File: src/rtl/tta_pkg.sv
package tta_pkg;
    typedef enum logic [1:0] {
        SEL_TIER  = 2'd0,
        SEL_PARK  = 2'd1,
        SEL_TIMER = 2'd2,
        SEL_NONE  = 2'd3
    } cfg_sel_e;
endpackage

File: src/rtl/tta_rr_pick.sv
module tta_rr_pick #(
    parameter int N  = 7,
    localparam int IW = (N > 1) ? $clog2(N) : 1
) (
    input  logic [N-1:0]  req,
    input  logic [IW-1:0] start,
    output logic          found,
    output logic [IW-1:0] idx
);
    always_comb begin
        found = 1'b0;
        idx   = '0;
        for (int i = 0; i < N; i++) begin
            int j;
            j = int'(start) + i;
            if (j >= N) j = j - N;
            if (!found && req[j]) begin
                found = 1'b1;
                idx   = IW'(j);
            end
        end
    end
endmodule

File: src/rtl/tta_cfg.sv
module tta_cfg
    import tta_pkg::*;
#(
    parameter int N_AG    = 7,
    parameter int TMR_W   = 8,
    parameter int TMR_RST = 16,
    parameter int CFG_W   = 8
) (
    input  logic             clk,
    input  logic             rst_n,
    input  logic             wr,
    input  logic [1:0]       sel,
    input  logic [CFG_W-1:0] data,
    output logic [N_AG-1:0]  tier_hi,
    output logic             park_own,
    output logic [TMR_W-1:0] tmr_load
);
    typedef struct packed {
        logic [N_AG-1:0]  tier;
        logic             park;
        logic [TMR_W-1:0] load;
    } cfg_t;

    cfg_t cfg_d, cfg_q;

    always_comb begin
        cfg_d = cfg_q;
        if (wr) begin
            unique case (cfg_sel_e'(sel))
                SEL_TIER:  cfg_d.tier = data[N_AG-1:0];
                SEL_PARK:  cfg_d.park = data[0];
                SEL_TIMER: cfg_d.load = data[TMR_W-1:0];
                default:   cfg_d = cfg_q;
            endcase
        end
    end

    always_ff @(posedge clk or negedge rst_n) begin
        if (!rst_n) begin
            cfg_q.tier <= '1;
            cfg_q.park <= 1'b0;
            cfg_q.load <= TMR_W'(TMR_RST);
        end else begin
            cfg_q <= cfg_d;
        end
    end

    assign tier_hi  = cfg_q.tier;
    assign park_own = cfg_q.park;
    assign tmr_load = cfg_q.load;
endmodule

File: src/rtl/two_tier_arbiter.sv
module two_tier_arbiter #(
    parameter int N_EXT   = 6,
    parameter int TMR_W   = 8,
    parameter int TMR_RST = 16,
    parameter int CFG_W   = 8
) (
    input  logic             clk,
    input  logic             rst_n,
    input  logic             bus_busy,
    input  logic [N_EXT-1:0] ext_req_n,
    output logic [N_EXT-1:0] ext_gnt_n,
    input  logic             own_req,
    output logic             own_gnt,
    input  logic             cfg_wr,
    input  logic [1:0]       cfg_sel,
    input  logic [CFG_W-1:0] cfg_data
);
    localparam int N_AG   = N_EXT + 1;
    localparam int OWN    = N_EXT;
    localparam int AW     = $clog2(N_AG);
    localparam int N_HI   = N_AG + 1;
    localparam int HW     = $clog2(N_HI);
    localparam int LO_SLOT = N_AG;

    typedef struct packed {
        logic             gv;
        logic [AW-1:0]    gi;
        logic [AW-1:0]    last;
        logic [HW-1:0]    ptr_hi;
        logic [AW-1:0]    ptr_lo;
        logic [TMR_W-1:0] tmr;
    } arb_t;

    arb_t st_d, st_q;

    logic [N_AG-1:0]  tier_hi;
    logic             park_own;
    logic [TMR_W-1:0] tmr_load;
    logic [N_AG-1:0]  req;
    logic [N_AG-1:0]  lo_vec;
    logic [N_HI-1:0]  hi_vec;
    logic             hi_found, lo_found;
    logic [HW-1:0]    hi_idx;
    logic [AW-1:0]    lo_idx;
    logic [N_AG-1:0]  gnt_vec;

    tta_cfg #(.N_AG(N_AG), .TMR_W(TMR_W), .TMR_RST(TMR_RST), .CFG_W(CFG_W)) u_cfg (
        .clk(clk), .rst_n(rst_n), .wr(cfg_wr), .sel(cfg_sel), .data(cfg_data),
        .tier_hi(tier_hi), .park_own(park_own), .tmr_load(tmr_load)
    );

    assign req    = {own_req, ~ext_req_n};
    assign lo_vec = req & ~tier_hi;
    assign hi_vec = {|lo_vec, req & tier_hi};

    tta_rr_pick #(.N(N_HI)) u_pick_hi (
        .req(hi_vec), .start(st_q.ptr_hi), .found(hi_found), .idx(hi_idx)
    );
    tta_rr_pick #(.N(N_AG)) u_pick_lo (
        .req(lo_vec), .start(st_q.ptr_lo), .found(lo_found), .idx(lo_idx)
    );

    always_comb begin
        logic            use_lo;
        logic [AW-1:0]   winner;
        logic [AW-1:0]   park_to;
        logic [N_AG-1:0] owner_bit;
        logic            others;
        logic            owner_req;
        logic            keep;

        use_lo    = hi_found && (hi_idx == HW'(LO_SLOT)) && lo_found;
        winner    = use_lo ? lo_idx : hi_idx[AW-1:0];
        park_to   = park_own ? AW'(OWN) : st_q.last;
        owner_bit = st_q.gv ? (N_AG'(1) << st_q.gi) : '0;
        others    = |(req & ~owner_bit);
        owner_req = |(req & owner_bit);
        keep      = owner_req && !((st_q.tmr == '0) && others);

        st_d = st_q;
        if (st_q.gv && bus_busy && others && (st_q.tmr != '0))
            st_d.tmr = st_q.tmr - 1'b1;

        if (!bus_busy) begin
            if (st_q.gv) begin
                if (!keep) begin
                    if (hi_found) begin
                        if (winner != st_q.gi) st_d.gv = 1'b0;
                    end else if (park_to != st_q.gi) begin
                        st_d.gv = 1'b0;
                    end
                end
            end else if (hi_found) begin
                st_d.gv   = 1'b1;
                st_d.gi   = winner;
                st_d.last = winner;
                st_d.tmr  = tmr_load;
                if (use_lo) begin
                    st_d.ptr_hi = HW'((LO_SLOT + 1) % N_HI);
                    st_d.ptr_lo = (lo_idx == AW'(N_AG - 1)) ? '0 : lo_idx + 1'b1;
                end else begin
                    st_d.ptr_hi = (hi_idx == HW'(N_HI - 1)) ? '0 : hi_idx + 1'b1;
                end
            end else begin
                st_d.gv  = 1'b1;
                st_d.gi  = park_to;
                st_d.tmr = tmr_load;
            end
        end
    end

    always_ff @(posedge clk or negedge rst_n) begin
        if (!rst_n) begin
            st_q.gv     <= 1'b0;
            st_q.gi     <= '0;
            st_q.last   <= AW'(OWN);
            st_q.ptr_hi <= '0;
            st_q.ptr_lo <= '0;
            st_q.tmr    <= TMR_W'(TMR_RST);
        end else begin
            st_q <= st_d;
        end
    end

    assign gnt_vec   = st_q.gv ? (N_AG'(1) << st_q.gi) : '0;
    assign ext_gnt_n = ~gnt_vec[N_EXT-1:0];
    assign own_gnt   = gnt_vec[OWN];
endmodule

File: config.mk
export PLATFORM = sky130hd
export DESIGN_NAME = two_tier_arbiter
export DESIGN_NICKNAME = d
export VERILOG_FILES = /design/src/rtl/tta_pkg.sv /design/src/rtl/tta_rr_pick.sv /design/src/rtl/tta_cfg.sv /design/src/rtl/two_tier_arbiter.sv
export SDC_FILE = /design/constraint.sdc
export NUM_CORES = 1
export LEC_CHECK = 0
export ABC_AREA = 1
export CAP_MARGIN = 15
export CORE_MARGIN = 4
export CORE_UTILIZATION = 30
export CTS_CLUSTER_SIZE = 30
export DETAILED_ROUTE_END_ITERATION = 6
export SYNTH_ARGS = -nofsm -noshare
export SYNTH_HDL_FRONTEND = slang
export SYNTH_SLANG_ARGS = --single-unit
File: constraint.sdc
create_clock -name clk -period 4.9 [get_ports clk]
set_clock_uncertainty 0.1 [all_clocks]
set_input_delay 0.98 -clock clk [delete_from_list [all_inputs] [get_ports clk]]
set_output_delay 0.98 -clock clk [all_outputs]
set_load 0.005 [all_outputs]
==> results of run 1 <==
[path summary, 6_finish.rpt]
check / endpoint / depth (start not counted)
hold / removal: u_cfg.tmr_load[1]$_DFFE_PN0P_ / 2
hold reg to reg: u_cfg.tmr_load[1]$_DFFE_PN0P_ / 2
min in group asynchronous: st_q[6]$_DFF_PN0_ / 1
setup reg to reg: st_q[20]$_DFFE_PN0N_ / 25
max in group asynchronous: st_q[2]$_DFF_PN0_ / 1
setup / recovery: st_q[20]$_DFFE_PN0N_ / 28
[critical path, delay by kind of cell]
kind | cells | cell delay (ns)
AOI/OAI and AO/OA | 2 | 0.31
adders and majority gates | 2 | 0.45
buffers and inverters | 4 | 0.87
and+or+nand+nor | 20 | 1.91
[stage by stage]
step           instances  cell area (µm²)  hold WS, ns  util (%)
2_1_floorplan        651             3990        0.349         -
3_3_place_gp         844             4440        0.368      34.6
3_5_place_dp         844             4440        0.374      34.6
4_1_cts              852             4580        0.386      35.7
5_1_grt              852             4580        0.403      35.7
6_report             852             4580        0.381      35.7
[logic make-up after synthesis]
| logic type | after synthesis | share of synthesized area (%) |
|---|---|---|
| compound gates | 111 | 16.1 |
| fa+ha+maj | 19 | 6.15 |
| buf+inv | 115 | 11.4 |
| xor+xnor | 14 | 3.26 |
| simple gates | 350 | 38.3 |
| mux | 5 | 1.29 |
| flops | 37 | 23.6 |
[registers in the layout, summed over array words and instances, names as in the netlist]
register / count
u_cfg.tier_hi: 7
st_q: 21
u_cfg.tmr_load: 8
u_cfg.park_own: 1
[layer usage]
| layer | GRT usage (%) | part of all wire (%) |
|---|---|---|
| met5 | 0 | 0 |
| met4 | 1.31 | 0.088 |
| met3 | 1.56 | 4.2 |
| met2 | 25.7 | 45 |
| met1 | 23.1 | 51 |
[layout by cell type, fill, tap and decap left out, types with 13 or more instances in the layout]
| cell type | instances |
|---|---|
| clkdlybuf4s50_1 | 26 |
| nand3_1 | 74 |
| dfrtp_1 | 26 |
| o21ai_0 | 52 |
| inv_1 | 91 |
| o21ai_1 | 13 |
| nor2_1 | 50 |
| a21oi_1 | 18 |
| nand2_1 | 187 |
| ha_1 | 18 |
[area by class of cell]
| class | count | area (µm²) |
|---|---|---|
| clock buffers | 6 | 129 |
| clock inverters | 2 | 10.0 |
| fillers | 1426 | 8250 |
| inverters | 105 | 394 |
| multi-input cells | 499 | 2590 |
| flip-flops and latches | 37 | 940 |
| well taps | 172 | 215 |
| repair buffers | 31 | 295 |
==> results.md, run 1 <==
* Fmax achieved at 228 MHz
* I/O pin total at 28
* Critical Path AT at 4.51 ns
* YS warnings at 0
* Vias in the first global route at 3839
* Worst reg2reg path startpoint: st_q[11]$_DFFE_PN0P_
* Cell with the most instances after synthesis: nand2_1
* HPWL Detailed at 9290 µm
* Period utilisation layout at 89.7%
* Final hold vios at 0
* Crit-path max FO at 7
* Clk sinks at 37
* Rows at 41
* Fin nets at 719
* Max Slew Vio Count at 0
* Antenna viol nets, final at 0
* Seq cells post-synth at 37
* Slowest cell on crit path: clkdlybuf4s50_1
* Share of layout cells above drive strength 1 at 9.85%
* Antenna violations before repair at 0
* N_diodes at 0
* Crit path kind: input pin to register
* First-pass GRT wire length at 19300 µm
* Startpoint types: input pin
* Synth area leaders: nand2_1, dfrtp_1, nand3_1
* Yosys top cell area share at 17.6%
* EDFF count, synth at 0
* Number of post-CTS setup repair buffers at 0
* Setup TNS at 0 ns
* Top cell by count, worst path: nand2_1
* Quantity of gates resized following cts at 0
* CP Data Required Time at 5.01 ns
* Routability cong. at 0.997
* Clk_lat worst skew at 0.27 ns
* HP Class: register to register
* Gate Count Post-Synth at 651
* Mapped Avg Cell Area at 6.13 µm²
* DR vias at 4130
* PortBufs at 27
* H-tree levels at 2
* Worst slack, placed at 0.235 ns
* Gr usage total at 15.6%
* Max Cap Viol at 0
* Initial drt markers at 321
* Syn nets at 691
* Routed vias/inst at 4.85
* TritonRoute pass-1 iters at 4
* TritonCTS Buffers at 5
* Clk slew on worst S/H paths at 0.05 ns
* Die area at 0.0152 mm²
* Status: completed
* Reg-to-reg slack, setup at 1.02 ns
* Post-synth ARST share at 100%
* CTS Hold Bufs at 0
* Worst Hold Launch: u_cfg.tmr_load[1]$_DFFE_PN0P_
* RSZ-0062 raised after global routing: no
* CTS tree: yes
* Layout area overhead at 14.8%
* Initial core utilization at 31.1%
* Clock root buffer: clkbuf_16
* Sequential area share after synthesis at 23.6%
* Worst slew margin at 44.4%
* Die Height at 123 µm
* Worst slew pin tran at 0.834 ns
* DR DRC count at 0
* Most common library cells after synthesis: nand2_1, inv_1, nand3_1
* Area leader, netlist: nand2_1
* Grt ovf at 0
* Core ar. at 0.0128 mm²
* Final WL at 11400 µm
* Die X at 123 µm
* Worst setup path start: ext_req_n[1]
* Netlist cell types at 45
* Max incr delay on CP at 0.48 ns
* Final Setup Violations at 0
* Largest net degree at the start of global routing at 38
* Most used flip-flop cell after synthesis: dfrtp_1
* Mapped Area at 0.00399 mm²
* Setup WS post-layout at 0.504 ns
* CP endpoint kind: register
* Post-route minimum period at 4.40 ns
* WL/cell at 13.3 µm
* Deepest clock path buffer count at 2
Power of run 1 is not shown: default switching activity piles up to over one toggle a cycle in this logic, so the estimate is an artifact.
==> run 2, diff against run 1 <==
--- a/config.mk
+++ b/config.mk
@@ -7,10 +7,11 @@
 export LEC_CHECK = 0
 export ABC_AREA = 1
 export CAP_MARGIN = 15
-export CORE_MARGIN = 4
+export CORE_MARGIN = 1
 export CORE_UTILIZATION = 30
 export CTS_CLUSTER_SIZE = 30
 export DETAILED_ROUTE_END_ITERATION = 6
+export SETUP_SLACK_MARGIN = 0.05
 export SYNTH_ARGS = -nofsm -noshare
 export SYNTH_HDL_FRONTEND = slang
 export SYNTH_SLANG_ARGS = --single-unit
==> run 2 against run 1 <==
  * Worst setup slack better by 0.094 ns
  * Fmax grew 2.2%
  * Flip-flop and latch count did not move
  * Die area decreased by 9.5%
  * Final area rose by 0.55%
  * Clock-buffer cell count is 1 higher
==> results.md, run 2 (synthesis results as in run 1) <==
* Clk_lat worst skew at 0.27 ns (about the same)
* RSZ-0062 raised after global routing: no
* Final WL at 11300 µm (-0.51%)
* Grt ovf at 0 (unchanged)
* Worst setup path start: ext_req_n[1]
* CP endpoint kind: register
* Largest net degree at the start of global routing at 38 (unchanged)
* Max Slew Vio Count at 0 (unchanged)
* Clk sinks at 37 (unchanged)
* Period utilisation layout at 87.8% (-1.9 points)
* Commonest cells after routing, fill and taps aside: nand2_1, inv_1, nand3_1
* Critical Path AT at 4.37 ns (-0.14 ns)
* I/O pin total at 28 (unchanged)
* Startpoint types: input pin
* PortBufs at 27 (unchanged)
* CTS tree: yes
* TritonRoute pass-1 iters at 5 (+1)
* H-tree levels at 2 (unchanged)
* Initial drt markers at 346 (+7.8%)
* CTS Hold Bufs at 0 (unchanged)
* Commonest non-fill, non-tap cell in the layout: nand2_1
* Clock root buffer: clkbuf_16
* Routability cong. at 0.961 (-3.6%)
* DR vias at 4078 (-1.3%)
* Die X at 117 µm (-4.9%)
* Layout area overhead at 15.4%
* DR DRC count at 0 (unchanged)
* Sequential standard cell area at 940 µm² (unchanged)
* Final hold vios at 0 (unchanged)
* Status: completed
* Post-route minimum period at 4.30 ns (-0.0937 ns)
* CP Data Required Time at 4.97 ns (-0.04 ns)
* Crit path kind: input pin to register
* Final core occ at 36.0% (+0.34 points)
* Worst slew margin at 43.2% (-1.3 points)
* HPWL Detailed at 9090 µm (-2.2%)
* Clk slew on worst S/H paths at 0.05 ns (about the same)
* R2R cell count at 24 (-4.0%)
* # fillers at 1400 (-1.8%)
* Largest reg by FF count: st_q
* Reg-to-reg slack, setup at 0.85 ns (-0.17 ns)
* Worst reg2reg path startpoint: st_q[12]$_DFFE_PN0P_
* Routed vias/inst at 4.79 (-1.3%)
* TritonCTS Buffers at 5 (unchanged)
* Rows at 41 (unchanged)
* Vias in the first global route at 3760 (-2.1%)
* Multi-input gate area at 0.00260 mm² (+0.24%)
* Hold Path End: st_q[16]$_DFFE_PN1P_
* Crit-path max FO at 7 (unchanged)
* Share of layout cells above drive strength 1 at 10.3% (+0.44 points)
* Initial core utilization at 31.2% (+0.12 points)
* Setup TNS at 0 ns (unchanged)
* Deepest clock path buffer count at 2 (unchanged)
* Antenna violations before repair at 0 (unchanged)
* WL/cell at 13.3 µm (-0.51%)
* Critical R2R Capture: st_q[20]$_DFFE_PN0N_
* Quantity of gates resized following cts at 0 (unchanged)
* Max Cap Viol at 0 (unchanged)
* First-pass GRT wire length at 18600 µm (-3.6%)
* Die Height at 117 µm (-4.9%)
* HP Class: register to register
* Fmax achieved at 232 MHz (+2.2%)
* Number of post-CTS setup repair buffers at 0 (unchanged)
* Placed insts at 844 (unchanged)
* Fin nets at 719 (unchanged)
* Max FFs per register at 21 (unchanged)
* Hold path cells at 2 (unchanged)
* Final Setup Violations at 0 (unchanged)
* Final std cells w/o fill at 852 (unchanged)
* Antenna viol nets, final at 0 (unchanged)
* Gr usage total at 17.2% (+1.6 points)
* Worst Hold Launch: st_q[16]$_DFFE_PN1P_
* Min Hold Slack at 0.384 ns (+0.00262 ns)
* Die area at 0.0138 mm² (-9.5%)
* Core ar. at 0.0128 mm² (-0.40%)
* Worst slew pin tran at 0.831 ns (-0.00254 ns)
* N_diodes at 0 (unchanged)
## run 2: cell count changes in the layout (fill, tap and decap cells not counted)
| cell | previous run | this run |
|---|---|---|
| clkbuf_8 | 0 | 2 |
| a21oi_1 | 18 | 17 |
| a21oi_2 | 2 | 3 |
| clkbuf_1 | 1 | 0 |
| clkinv_2 | 2 | 1 |
| nor2_1 | 50 | 49 |
| nor2_2 | 4 | 5 |
## run 2: cell type report
cell class              count  share of cell area (%)
clock buffers               7                    3.32
inverters                 105                    8.56
well taps                 172                    4.68
multi-input cells         499                    56.5
flip-flops and latches     37                    20.4
clock inverters             1                   0.109
repair buffers             31                    6.41
## run 2: routing by layer
layer | vias up | routed length, µm | track usage [%] | share of wire, %
met5 | - | 0 | 0 | 0
met4 | 0 | 40 | 2.62 | 0.35
met3 | 4 | 458 | 1.49 | 4.1
met2 | 119 | 5140 | 29.3 | 46
met1 | 1793 | 5650 | 24.0 | 50
li1 | 2162 | - | - | -
## run 2: worst max path at each step
| stage | to | slack (ns) | depth (start not counted) |
|---|---|---|---|
| final | st_q[20]$_DFFE_PN0N_ | 0.60 | 27 |
| after detailed placement | st_q[20]$_DFFE_PN0N_ | 0.27 | 27 |
| after floorplan | st_q[20]$_DFFE_PN0N_ | 1.31 | 29 |
| after CTS | st_q[20]$_DFFE_PN0N_ | 0.54 | 27 |
| after global placement | st_q[20]$_DFFE_PN0N_ | 0.21 | 27 |
| after global routing | st_q[20]$_DFFE_PN0N_ | 0.14 | 28 |
## run 2: through the flow
| step | worst slack [ns] | area, µm² |
|---|---|---|
| finish | 0.598 | 4600 |
| global route | 0.141 | 4600 |
| CTS | 0.542 | 4600 |
| detailed placement | 0.270 | 4440 |
| global placement | 0.208 | 4440 |
| floorplan | 1.31 | 3990 |
## run 2: critical path: stages
cell and delay [ns]:
clkdlybuf4s50_1 0.51, nor2_2 0.24, inv_1 0.13, nand2_1 0.08
nor2_1 0.05, nand3_1 0.11, nand3_1 0.12, nand2_1 0.11
nand2_1 0.07, o21ai_1 0.20, inv_1 0.14, nand3_1 0.13
nor2_1 0.05, nor2_1 0.14, nand3_1 0.13, ha_1 0.22
ha_1 0.24, o21ai_4 0.12, nand3_1 0.17, nand2_1 0.09
nand2_1 0.04, nand2_1 0.06, nor2_1 0.04, nand2_1 0.05
nand2_1 0.04, nand2_1 0.05, nand2_1 0.04
Power of run 2 is left out for the same reason.
==> run 3, diff against run 2 <==
--- a/config.mk
+++ b/config.mk
@@ -11,7 +11,9 @@
 export CORE_UTILIZATION = 30
 export CTS_CLUSTER_SIZE = 30
 export DETAILED_ROUTE_END_ITERATION = 6
+export HOLD_SLACK_MARGIN = 0.1
 export SETUP_SLACK_MARGIN = 0.05
+export SKIP_CTS_REPAIR_TIMING = 1
 export SYNTH_ARGS = -nofsm -noshare
 export SYNTH_HDL_FRONTEND = slang
 export SYNTH_SLANG_ARGS = --single-unit
==> results of run 3 <==
Final layout, timing and power as in run 2 (identical DEF).
Power of run 3 is left out for the same reason.
